$ cat src/rtl/phy_scan_pkg.sv
package phy_scan_pkg;

   typedef enum logic [3:0] {
      ST_IDLE,
      ST_PROBE,
      ST_RD_CTRL,
      ST_RD_ADV,
      ST_RD_STAT2,
      ST_DECIDE,
      ST_WR_ADV,
      ST_WR_CTRL1,
      ST_WAIT,
      ST_WR_CTRL2,
      ST_NEXT
   } scan_state_t;

   localparam logic [4:0]  REG_CTRL        = 5'd0;
   localparam logic [4:0]  REG_STAT        = 5'd1;
   localparam logic [4:0]  REG_ADV         = 5'd4;
   localparam logic [15:0] ADV_TECH_MASK   = 16'h01E0;
   localparam logic [15:0] CTRL_AN_EN      = 16'h1000;
   localparam logic [15:0] CTRL_AN_RESTART = 16'h0200;
   localparam logic [15:0] CTRL_DUPLEX     = 16'h0100;
   localparam logic [15:0] CTRL_SPEED      = 16'h2000;
   localparam logic [15:0] CTRL_SCRUB      = 16'hED80;

   function automatic logic [15:0] adv_from_status(input logic [15:0] st);
      return ((st >> 6) & 16'h03E0) | 16'h0001;
   endfunction

endpackage

$ cat src/rtl/phy_accept.sv
module phy_accept (
   input  logic [15:0] status,
   output logic        is_phy
);
   always_comb begin
      is_phy = ((status & 16'h8301) == 16'h8001) ||
               (!status[15] && ((status & 16'h7800) != 16'h0000));
   end
endmodule

$ cat src/rtl/adv_pick.sv
module adv_pick (
   input  logic [15:0] adv_seen,
   input  logic [15:0] host_adv,
   input  logic [15:0] slot_adv,
   output logic [15:0] adv_chosen,
   output logic        slot_store,
   output logic        adv_write
);
   always_comb begin
      if (host_adv != 16'h0)      adv_chosen = host_adv;
      else if (slot_adv != 16'h0) adv_chosen = slot_adv;
      else                        adv_chosen = adv_seen;
      slot_store = (host_adv != 16'h0) || (slot_adv == 16'h0);
      adv_write  = (adv_chosen != adv_seen);
   end
endmodule

$ cat src/rtl/ctrl_calc.sv
module ctrl_calc
   import phy_scan_pkg::*;
(
   input  logic [15:0] ctrl_rd,
   input  logic        force_media,
   input  logic        full_duplex,
   input  logic        speed_100,
   output logic [15:0] ctrl_new,
   output logic        an_toggle,
   output logic        ctrl_write
);
   logic [15:0] work;

   always_comb begin
      if (!force_media) begin
         work      = ctrl_rd | CTRL_AN_EN;
         an_toggle = (work != ctrl_rd);
         if (an_toggle) work = work | CTRL_AN_RESTART;
      end else begin
         work      = ctrl_rd & ~CTRL_AN_EN;
         an_toggle = (work != ctrl_rd);
      end
      work = work & ~CTRL_SCRUB;
      if (full_duplex) work = work | CTRL_DUPLEX;
      if (speed_100)   work = work | CTRL_SPEED;
      ctrl_new   = work;
      ctrl_write = (work != ctrl_rd);
   end
endmodule

$ cat src/rtl/settle_timer.sv
module settle_timer #(
   parameter int WAIT_CYC = 500
) (
   input  logic clk,
   input  logic rst_n,
   input  logic kick,
   output logic expired
);
   initial begin
      if (WAIT_CYC < 1) $error("settle_timer: WAIT_CYC must be at least 1");
   end

   generate
      if (WAIT_CYC <= 1) begin : g_single
         logic armed;
         always_ff @(posedge clk) begin
            if (!rst_n) armed <= 1'b0;
            else        armed <= kick;
         end
         assign expired = armed;
      end else begin : g_count
         localparam int CW = $clog2(WAIT_CYC);
         localparam logic [CW-1:0] LOAD = CW'(WAIT_CYC - 1);
         logic [CW-1:0] cnt;
         logic          busy;
         always_ff @(posedge clk) begin
            if (!rst_n) begin
               cnt  <= '0;
               busy <= 1'b0;
            end else if (kick) begin
               cnt  <= LOAD;
               busy <= 1'b1;
            end else if (busy) begin
               if (cnt == '0) busy <= 1'b0;
               else           cnt  <= cnt - 1'b1;
            end
         end
         assign expired = busy && (cnt == '0);

         // the wait counts down one step per cycle
         p_timer_step_r7: assert property (@(posedge clk) disable iff (!rst_n)
            busy && (cnt != '0) && !kick |=> busy && (cnt == $past(cnt) - 1'b1));
      end
   endgenerate
endmodule

$ cat src/rtl/phy_scan_seq.sv
module phy_scan_seq
   import phy_scan_pkg::*;
#(
   parameter int MAX_PHYS  = 4,
   parameter int CLK_HZ    = 50_000_000,
   parameter int SETTLE_US = 10,
   localparam int CNT_W    = $clog2(MAX_PHYS + 1),
   localparam int LIST_W   = MAX_PHYS * 5
) (
   input  logic              clk,
   input  logic              rst_n,
   input  logic              start,
   input  logic [15:0]       host_adv,
   input  logic              force_media,
   input  logic              full_duplex,
   input  logic              speed_100,
   output logic              mdio_req,
   output logic              mdio_wr,
   output logic [4:0]        mdio_phy,
   output logic [4:0]        mdio_reg,
   output logic [15:0]       mdio_wdata,
   input  logic              mdio_ack,
   input  logic [15:0]       mdio_rdata,
   output logic [LIST_W-1:0] phy_list,
   output logic [CNT_W-1:0]  phy_count,
   output logic              scan_done
);
   localparam int SLOT_W   = (MAX_PHYS > 1) ? $clog2(MAX_PHYS) : 1;
   localparam int WAIT_CYC = (CLK_HZ / 1_000_000) * SETTLE_US;
   localparam logic [CNT_W-1:0] FULL = CNT_W'(MAX_PHYS);

   initial begin
      if (MAX_PHYS < 1 || MAX_PHYS > 32) $error("phy_scan_seq: MAX_PHYS out of 1..32");
      if (WAIT_CYC < 1) $error("phy_scan_seq: settle wait rounds to zero cycles");
   end

   scan_state_t       state;
   logic [5:0]        probe_idx;
   logic [CNT_W-1:0]  count;
   logic [SLOT_W-1:0] cur_slot;
   logic [4:0]        list_q [MAX_PHYS];
   logic [15:0]       slot_adv [MAX_PHYS];
   logic [15:0]       ctrl_q, adv_q;
   logic [15:0]       cfg_host;
   logic              cfg_force, cfg_fd, cfg_100;
   logic              done_q;

   logic              rd_is_phy;
   logic [15:0]       adv_chosen, ctrl_new;
   logic              slot_store, adv_write, an_toggle, ctrl_write;
   logic              timer_kick, timer_expired;

   phy_accept u_accept (.status(mdio_rdata), .is_phy(rd_is_phy));

   adv_pick u_adv (
      .adv_seen(adv_q), .host_adv(cfg_host), .slot_adv(slot_adv[cur_slot]),
      .adv_chosen(adv_chosen), .slot_store(slot_store), .adv_write(adv_write));

   ctrl_calc u_ctrl (
      .ctrl_rd(ctrl_q), .force_media(cfg_force), .full_duplex(cfg_fd),
      .speed_100(cfg_100), .ctrl_new(ctrl_new), .an_toggle(an_toggle),
      .ctrl_write(ctrl_write));

   assign timer_kick = (state == ST_WR_CTRL1) && mdio_ack && an_toggle;

   settle_timer #(.WAIT_CYC(WAIT_CYC)) u_timer (
      .clk(clk), .rst_n(rst_n), .kick(timer_kick), .expired(timer_expired));

   always_ff @(posedge clk) begin
      if (!rst_n) begin
         state     <= ST_IDLE;
         probe_idx <= '0;
         count     <= '0;
         cur_slot  <= '0;
         ctrl_q    <= '0;
         adv_q     <= '0;
         cfg_host  <= '0;
         cfg_force <= 1'b0;
         cfg_fd    <= 1'b0;
         cfg_100   <= 1'b0;
         done_q    <= 1'b0;
         for (int i = 0; i < MAX_PHYS; i++) begin
            list_q[i]   <= '0;
            slot_adv[i] <= '0;
         end
      end else begin
         unique case (state)
            ST_IDLE: if (start) begin
               probe_idx <= 6'd1;
               count     <= '0;
               done_q    <= 1'b0;
               cfg_host  <= host_adv;
               cfg_force <= force_media;
               cfg_fd    <= full_duplex;
               cfg_100   <= speed_100;
               state     <= ST_PROBE;
            end
            ST_PROBE: if (mdio_ack) begin
               if (rd_is_phy) begin
                  list_q[count[SLOT_W-1:0]] <= probe_idx[4:0];
                  cur_slot <= count[SLOT_W-1:0];
                  count    <= count + 1'b1;
                  state    <= ST_RD_CTRL;
               end else begin
                  state <= ST_NEXT;
               end
            end
            ST_RD_CTRL: if (mdio_ack) begin
               ctrl_q <= mdio_rdata;
               state  <= ST_RD_ADV;
            end
            ST_RD_ADV: if (mdio_ack) begin
               if ((mdio_rdata & ADV_TECH_MASK) == 16'h0) begin
                  state <= ST_RD_STAT2;
               end else begin
                  adv_q <= mdio_rdata;
                  state <= ST_DECIDE;
               end
            end
            ST_RD_STAT2: if (mdio_ack) begin
               adv_q <= adv_from_status(mdio_rdata);
               state <= ST_DECIDE;
            end
            ST_DECIDE: begin
               if (slot_store) slot_adv[cur_slot] <= adv_chosen;
               if (adv_write)       state <= ST_WR_ADV;
               else if (ctrl_write) state <= ST_WR_CTRL1;
               else                 state <= ST_NEXT;
            end
            ST_WR_ADV: if (mdio_ack) state <= ctrl_write ? ST_WR_CTRL1 : ST_NEXT;
            ST_WR_CTRL1: if (mdio_ack) state <= an_toggle ? ST_WAIT : ST_NEXT;
            ST_WAIT: if (timer_expired) state <= ST_WR_CTRL2;
            ST_WR_CTRL2: if (mdio_ack) state <= ST_NEXT;
            ST_NEXT: begin
               if (probe_idx == 6'd32 || count == FULL) begin
                  done_q <= 1'b1;
                  state  <= ST_IDLE;
               end else begin
                  probe_idx <= probe_idx + 1'b1;
                  state     <= ST_PROBE;
               end
            end
            default: state <= ST_IDLE;
         endcase
      end
   end

   always_comb begin
      mdio_req   = 1'b0;
      mdio_wr    = 1'b0;
      mdio_reg   = REG_STAT;
      mdio_wdata = 16'h0000;
      unique case (state)
         ST_PROBE, ST_RD_STAT2: mdio_req = 1'b1;
         ST_RD_CTRL: begin mdio_req = 1'b1; mdio_reg = REG_CTRL; end
         ST_RD_ADV:  begin mdio_req = 1'b1; mdio_reg = REG_ADV;  end
         ST_WR_ADV: begin
            mdio_req = 1'b1; mdio_wr = 1'b1; mdio_reg = REG_ADV; mdio_wdata = adv_chosen;
         end
         ST_WR_CTRL1, ST_WR_CTRL2: begin
            mdio_req = 1'b1; mdio_wr = 1'b1; mdio_reg = REG_CTRL; mdio_wdata = ctrl_new;
         end
         default: ;
      endcase
   end

   assign mdio_phy  = probe_idx[4:0];
   assign phy_count = count;
   assign scan_done = done_q;

   generate
      for (genvar g = 0; g < MAX_PHYS; g++) begin : g_list
         assign phy_list[g*5 +: 5] = list_q[g];
      end
   endgenerate

   // request fields held until acknowledged
   p_req_hold_r8: assert property (@(posedge clk) disable iff (!rst_n)
      mdio_req && !mdio_ack |=> mdio_req && $stable(mdio_phy) && $stable(mdio_reg)
                                && $stable(mdio_wr) && $stable(mdio_wdata));
   // no traffic once the scan has ended
   p_done_idle_r8: assert property (@(posedge clk) disable iff (!rst_n)
      scan_done |-> !mdio_req);
   // table never overfills
   p_count_cap_r3: assert property (@(posedge clk) disable iff (!rst_n)
      phy_count <= FULL);
   // scrubbed control bits never reach the bus
   p_ctrl_clean_r6: assert property (@(posedge clk) disable iff (!rst_n)
      mdio_req && mdio_wr && (mdio_reg == REG_CTRL) |-> (mdio_wdata & 16'hCC80) == 16'h0);
   // an advertisement write always changes the value found
   p_adv_differs_r5: assert property (@(posedge clk) disable iff (!rst_n)
      mdio_req && mdio_wr && (mdio_reg == REG_ADV) |-> mdio_wdata != adv_q);
endmodule

$ cat config.mk
export PLATFORM = sky130hd
export DESIGN_NAME = phy_scan_seq
export DESIGN_NICKNAME = d
export VERILOG_FILES = /design/src/rtl/phy_scan_pkg.sv /design/src/rtl/phy_accept.sv /design/src/rtl/adv_pick.sv /design/src/rtl/ctrl_calc.sv /design/src/rtl/settle_timer.sv /design/src/rtl/phy_scan_seq.sv
export SDC_FILE = /design/constraint.sdc
export NUM_CORES = 1
export LEC_CHECK = 0
export ABC_AREA = 0
export BUFFER_PORTS_ARGS = -buffer_cell sky130_fd_sc_hd__buf_4
export CAP_MARGIN = 20
export CELL_PAD_IN_SITES_DETAIL_PLACEMENT = 1
export CELL_PAD_IN_SITES_GLOBAL_PLACEMENT = 1
export CORE_MARGIN = 3
export CORE_UTILIZATION = 30
export CTS_BUF_LIST = sky130_fd_sc_hd__clkbuf_2
export CTS_CLUSTER_DIAMETER = 50
export DETAILED_ROUTE_END_ITERATION = 12
export PLACE_DENSITY_LB_ADDON = 0.1
export RECOVER_POWER = 100
export SYNTH_ARGS = -nofsm -noshare
export SYNTH_HDL_FRONTEND = slang
export SYNTH_HIERARCHICAL = 1
export SYNTH_SLANG_ARGS = --single-unit
$ cat constraint.sdc
create_clock -name clk -period 7.7 [get_ports clk]
set_input_delay 1.54 -clock clk [delete_from_list [all_inputs] [get_ports clk]]
set_output_delay 1.54 -clock clk [all_outputs]
set_load 0.1 [all_outputs]
==> results.yml <==
logic_synthesis:
  async_reset_ff_share_pct: 0
  yosys.cell_types.count: 85
  yosysWarnings: 6
  synth_area_per_cell_sq_um: 10.4
  yosys-mux-area-fraction_pct: 6.84
  synth_top_family_by_area: "simple AND/OR/NAND/NOR gates"
  syn-cell-area_sq_um: 8500
  post_synth_fa_ha_maj_area_fraction_pct: 0.736
  synth_edf_count: 84
  seq_area_frac_synth_pct: 48.3
  synthSimpleGateAreaFrac_pct: 22.5
  netlist_instances: 819
  ys.flop_type: "edfxtp_1"
  yosys.area_share.xor_xnor_pct: 0.824
  synth_seq_cells: 163
  compound_gate_portion_of_the_synthesized_area_pct: 14.8
outcome:
  status: "finished, violations left"
  failing_checks: "capacitance limit, slew limit"
worst_hold_path:
  min_from: "u_timer/g_count.cnt[8]$_SDFFE_PN0P_"
  hold_path.class: "reg2reg"
  min_delay_path_depth: 2
  holdPathEnd: "u_timer/g_count.cnt[8]$_SDFFE_PN0P_"
critical_path:
  reg2reg_depth: 9
  critical_path_fanouts_max: 19
  reg2reg_slack_ps: 1700
  crit_chain: "clkbuf_1, mux4_2, nor4_1, and4_1, a21oi_1, o21bai_1, a22o_1, clkbuf_2"
  crit_slowest_cell: "dfxtp_1"
  worst-setup-path-type: "reg2out"
  cp_data_arrival_time_ps: 5180
  endpoint_of_the_lowest_slack_register_to_register_path: "slot_adv[1][4]$_SDFFCE_PN0P_"
  endpoint_kind: "output pin"
  critPathMaxStageDelay_ps: 800
  worstPathRequired_ps: 6160
  crit_path_start_kind: "register"
clock_tree:
  cts_root_buf: "clkbuf_2"
  clkLatencyLatePin_ps: 750
  cts_hold_buffers: 0
  tritoncts.num_buffers: 17
  postCtsSetupBuffers: 0
  post_cts_resize_count: 0
  cts.sink_count: 163
  cts.htree.levels: 4
  tritoncts: "done"
  clockBufferDepth: 2
  cts.clk_slew.worst_paths_ps: 300
final_layout:
  final_layout_size_suffix_gt1_share_pct: 13.4
  post_synthesis_to_final_layout_area_growth_pct: 9.93
  final_net_count: 917
  final_cell_area_sq_um: 9350
  storage_element_area_sq_um: 4100
  multi_input_gate_area_in_the_final_layout_sq_um: 3840
  filler_cell_count: 3117
  post-route-util_pct: 34.1
timing:
  setup_violations_final: 0
  final_hold_viol_count: 0
  worst_slew_margin_relative_to_its_limit_pct: -23.8
  worstMarginPinSlew_ps: 1860
  rsz0062_at_grt: "false"
  layout_min_cycle_time_ps: 6720
  timing.fmax_mhz: 149
  maxSlewViolCount: 27
  layout_worst_path_cycle_share_pct: 87.3
  worst_clock_skew_ps: 63.9
  worst_slack_ps: 980
  tns_setup_ps: 0
place:
  place_congestion: 0.887
  post-place-ws_ps: 2340
  hpwl_mm: 20.3
  placement.io_buffers: 87
  dpl-instance-area_sq_um: 9330
floorplanning:
  core_region_area_sq_um: 27400
  die_ar_sq_um: 30400
  die_x_um: 174
  boundaryPins: 91
  chipHeight_um: 174
  start_util_pct: 31.0
  rows: 60
grt:
  grt_antenna_before_repair: 1
  grt_pass1_vias: 7110
  grtUsageTotal_pct: 18.4
  grt_util_met1_pct: 24.1
  met3_global_route_usage_pct: 3.98
  grt.met2_usage_pct: 31.5
  global_route_total_overflow: 0
  grt_pass1_wl_mm: 42.9
  grt_most_used_layer: "met2"
  grt_start_max_net_pins: 61
detailed_routing:
  postRouteAntennaNets: 0
  via_per_inst: 5.25
  drcViolationCount: 0
  iteration_0_drc_markers: 364
  drt-pass1-iter-count: 5
  drt_wl_total_mm: 28.0
  detail_route.wl_per_cell_um: 22.2
  via_count_of_the_routed_design: 6604
flow_run:
  cap_viol_max_count: 2
power_and_ir_drop:
  leakagePower_nw: 3.40
  power_per_cell_area_nw_per_um2: 255
  peakVddDrop_mv: 0.330
logic make-up (layout without fill, tap and decap cells):
group | count (synthesis) | in the layout
mux | 38 | 38
other cells | 2 | 9
simple gates | 322 | 322
buf+inv | 97 | 158
compound gates | 184 | 184
xor+xnor | 8 | 8
flops | 163 | 163
fa+ha+maj | 5 | 5
worst max-delay path, delay by kind of cell, from the launching register on:
family / cells / cell delay, ps
AO/OA/AOI/OAI: 3 / 780
buffers and inverters: 2 / 1140
flip-flops: 1 / 800
multiplexers: 1 / 650
AND/OR/NAND/NOR: 2 / 1100
synthesized netlist by cell type (3+ instances only):
cell / instances / area share, %
buf_4: 29 / 2.6
a211o_1: 3 / 0.31
or2_2: 3 / 0.22
nor3_1: 11 / 0.65
buf_2: 14 / 0.82
a311oi_1: 6 / 0.62
nand3_1: 12 / 0.71
nand4_1: 15 / 1.1
xor2_1: 3 / 0.31
and2b_1: 4 / 0.35
nor2_1: 40 / 1.8
clkbuf_1: 20 / 0.88
a2111oi_0: 4 / 0.41
nor2b_1: 16 / 1.2
nor4_1: 20 / 1.5
o21ai_0: 20 / 1.2
or2b_1: 6 / 0.53
and2_1: 76 / 5.6
edfxtp_1: 84 / 30
dfxtp_1: 79 / 19
a21boi_0: 3 / 0.26
a22oi_1: 3 / 0.26
xnor2_1: 5 / 0.52
a22o_1: 19 / 2.0
or4_1: 5 / 0.44
nand2_1: 59 / 2.6
o31ai_1: 5 / 0.44
a21oi_1: 66 / 3.9
inv_1: 29 / 1.3
nand2b_1: 20 / 1.5
mux4_2: 16 / 4.2
o2111ai_1: 5 / 0.52
mux2i_1: 21 / 2.5
o22ai_1: 5 / 0.37
o211ai_1: 4 / 0.35
ha_1: 5 / 0.74
o21bai_1: 16 / 1.4
state kept, by name, summed over array words and instances (netlist names), named ones only:
signal,flops
adv_q,16
cfg_100,1
cfg_fd,1
cfg_force,1
cfg_host,16
ctrl_q,16
cur_slot,2
list_q,20
phy_count,3
probe_idx,6
scan_done,1
slot_adv,64
state,4
u_timer/g_count.busy,1
u_timer/g_count.cnt,9
worst max path at each step:
stage	from	endpoint	slack, ps	depth (start not counted)
after floorplan	register	mdio_wdata[9]	2910	10
after global placement	register	mdio_wdata[7]	2150	7
after detailed placement	register	mdio_wdata[7]	2340	8
after CTS	register	mdio_wdata[7]	1490	8
after global routing	register	mdio_wdata[0]	610	8
final	register	mdio_wdata[9]	980	8
layer usage:
layer / wire (um) / up-vias
met1: 12700 / 3361
met5: 0 / -
li1: - / 3082
met3: 1160 / 18
met4: 355 / 0
met2: 13800 / 143
cell usage in the layout, fill, tap and decap left out, drive strengths merged, types with 6 or more instances in the layout:
cell type  netlist  final
buf             46     45
clkbuf          21     69
mux4            16     16
or2b             8      8
and2            76     76
inv             29     35
nand2           59     59
nand2b          20     20
o21bai          16     16
nor2            42     42
nor4            22     22
nor2b           16     16
or4              7      7
mux2i           21     21
nor3            12     12
a311oi           6      6
nand4           16     16
o21ai           22     22
dfxtp           79     79
conb             2      8
nand3           13     13
edfxtp          84     84
a22o            19     19
a21oi           67     67
metrics by stage:
step | hold WS (ps) | total power [mW] | cells
floorplan | 452 | 1.67 | 825
global placement | 463 | 1.87 | 1223
detailed placement | 484 | 1.89 | 1225
CTS | 527 | 2.44 | 1257
global route | 557 | 2.52 | 1259
finish | 519 | 2.38 | 1259
power breakdown:
part	internal (mW)	switching (mW)	total, mW	leakage, nW
logic	0.212	0.527	0.739	1.73
clock network	0.194	0.350	0.544	0.162
registers	0.976	0.122	1.10	1.51
total	1.38	0.999	2.38	3.40
layout make-up:
class	instances	share of cell area, %
well taps	372	4.98
clock inverters	14	2.05
flip-flops and latches	163	43.9
diodes	1	0.0268
clock buffers	18	0.964
repair buffers	96	5.77
multi-input cells	565	41.1
inverters	30	1.20
Power figures use the tool's default switching activity.
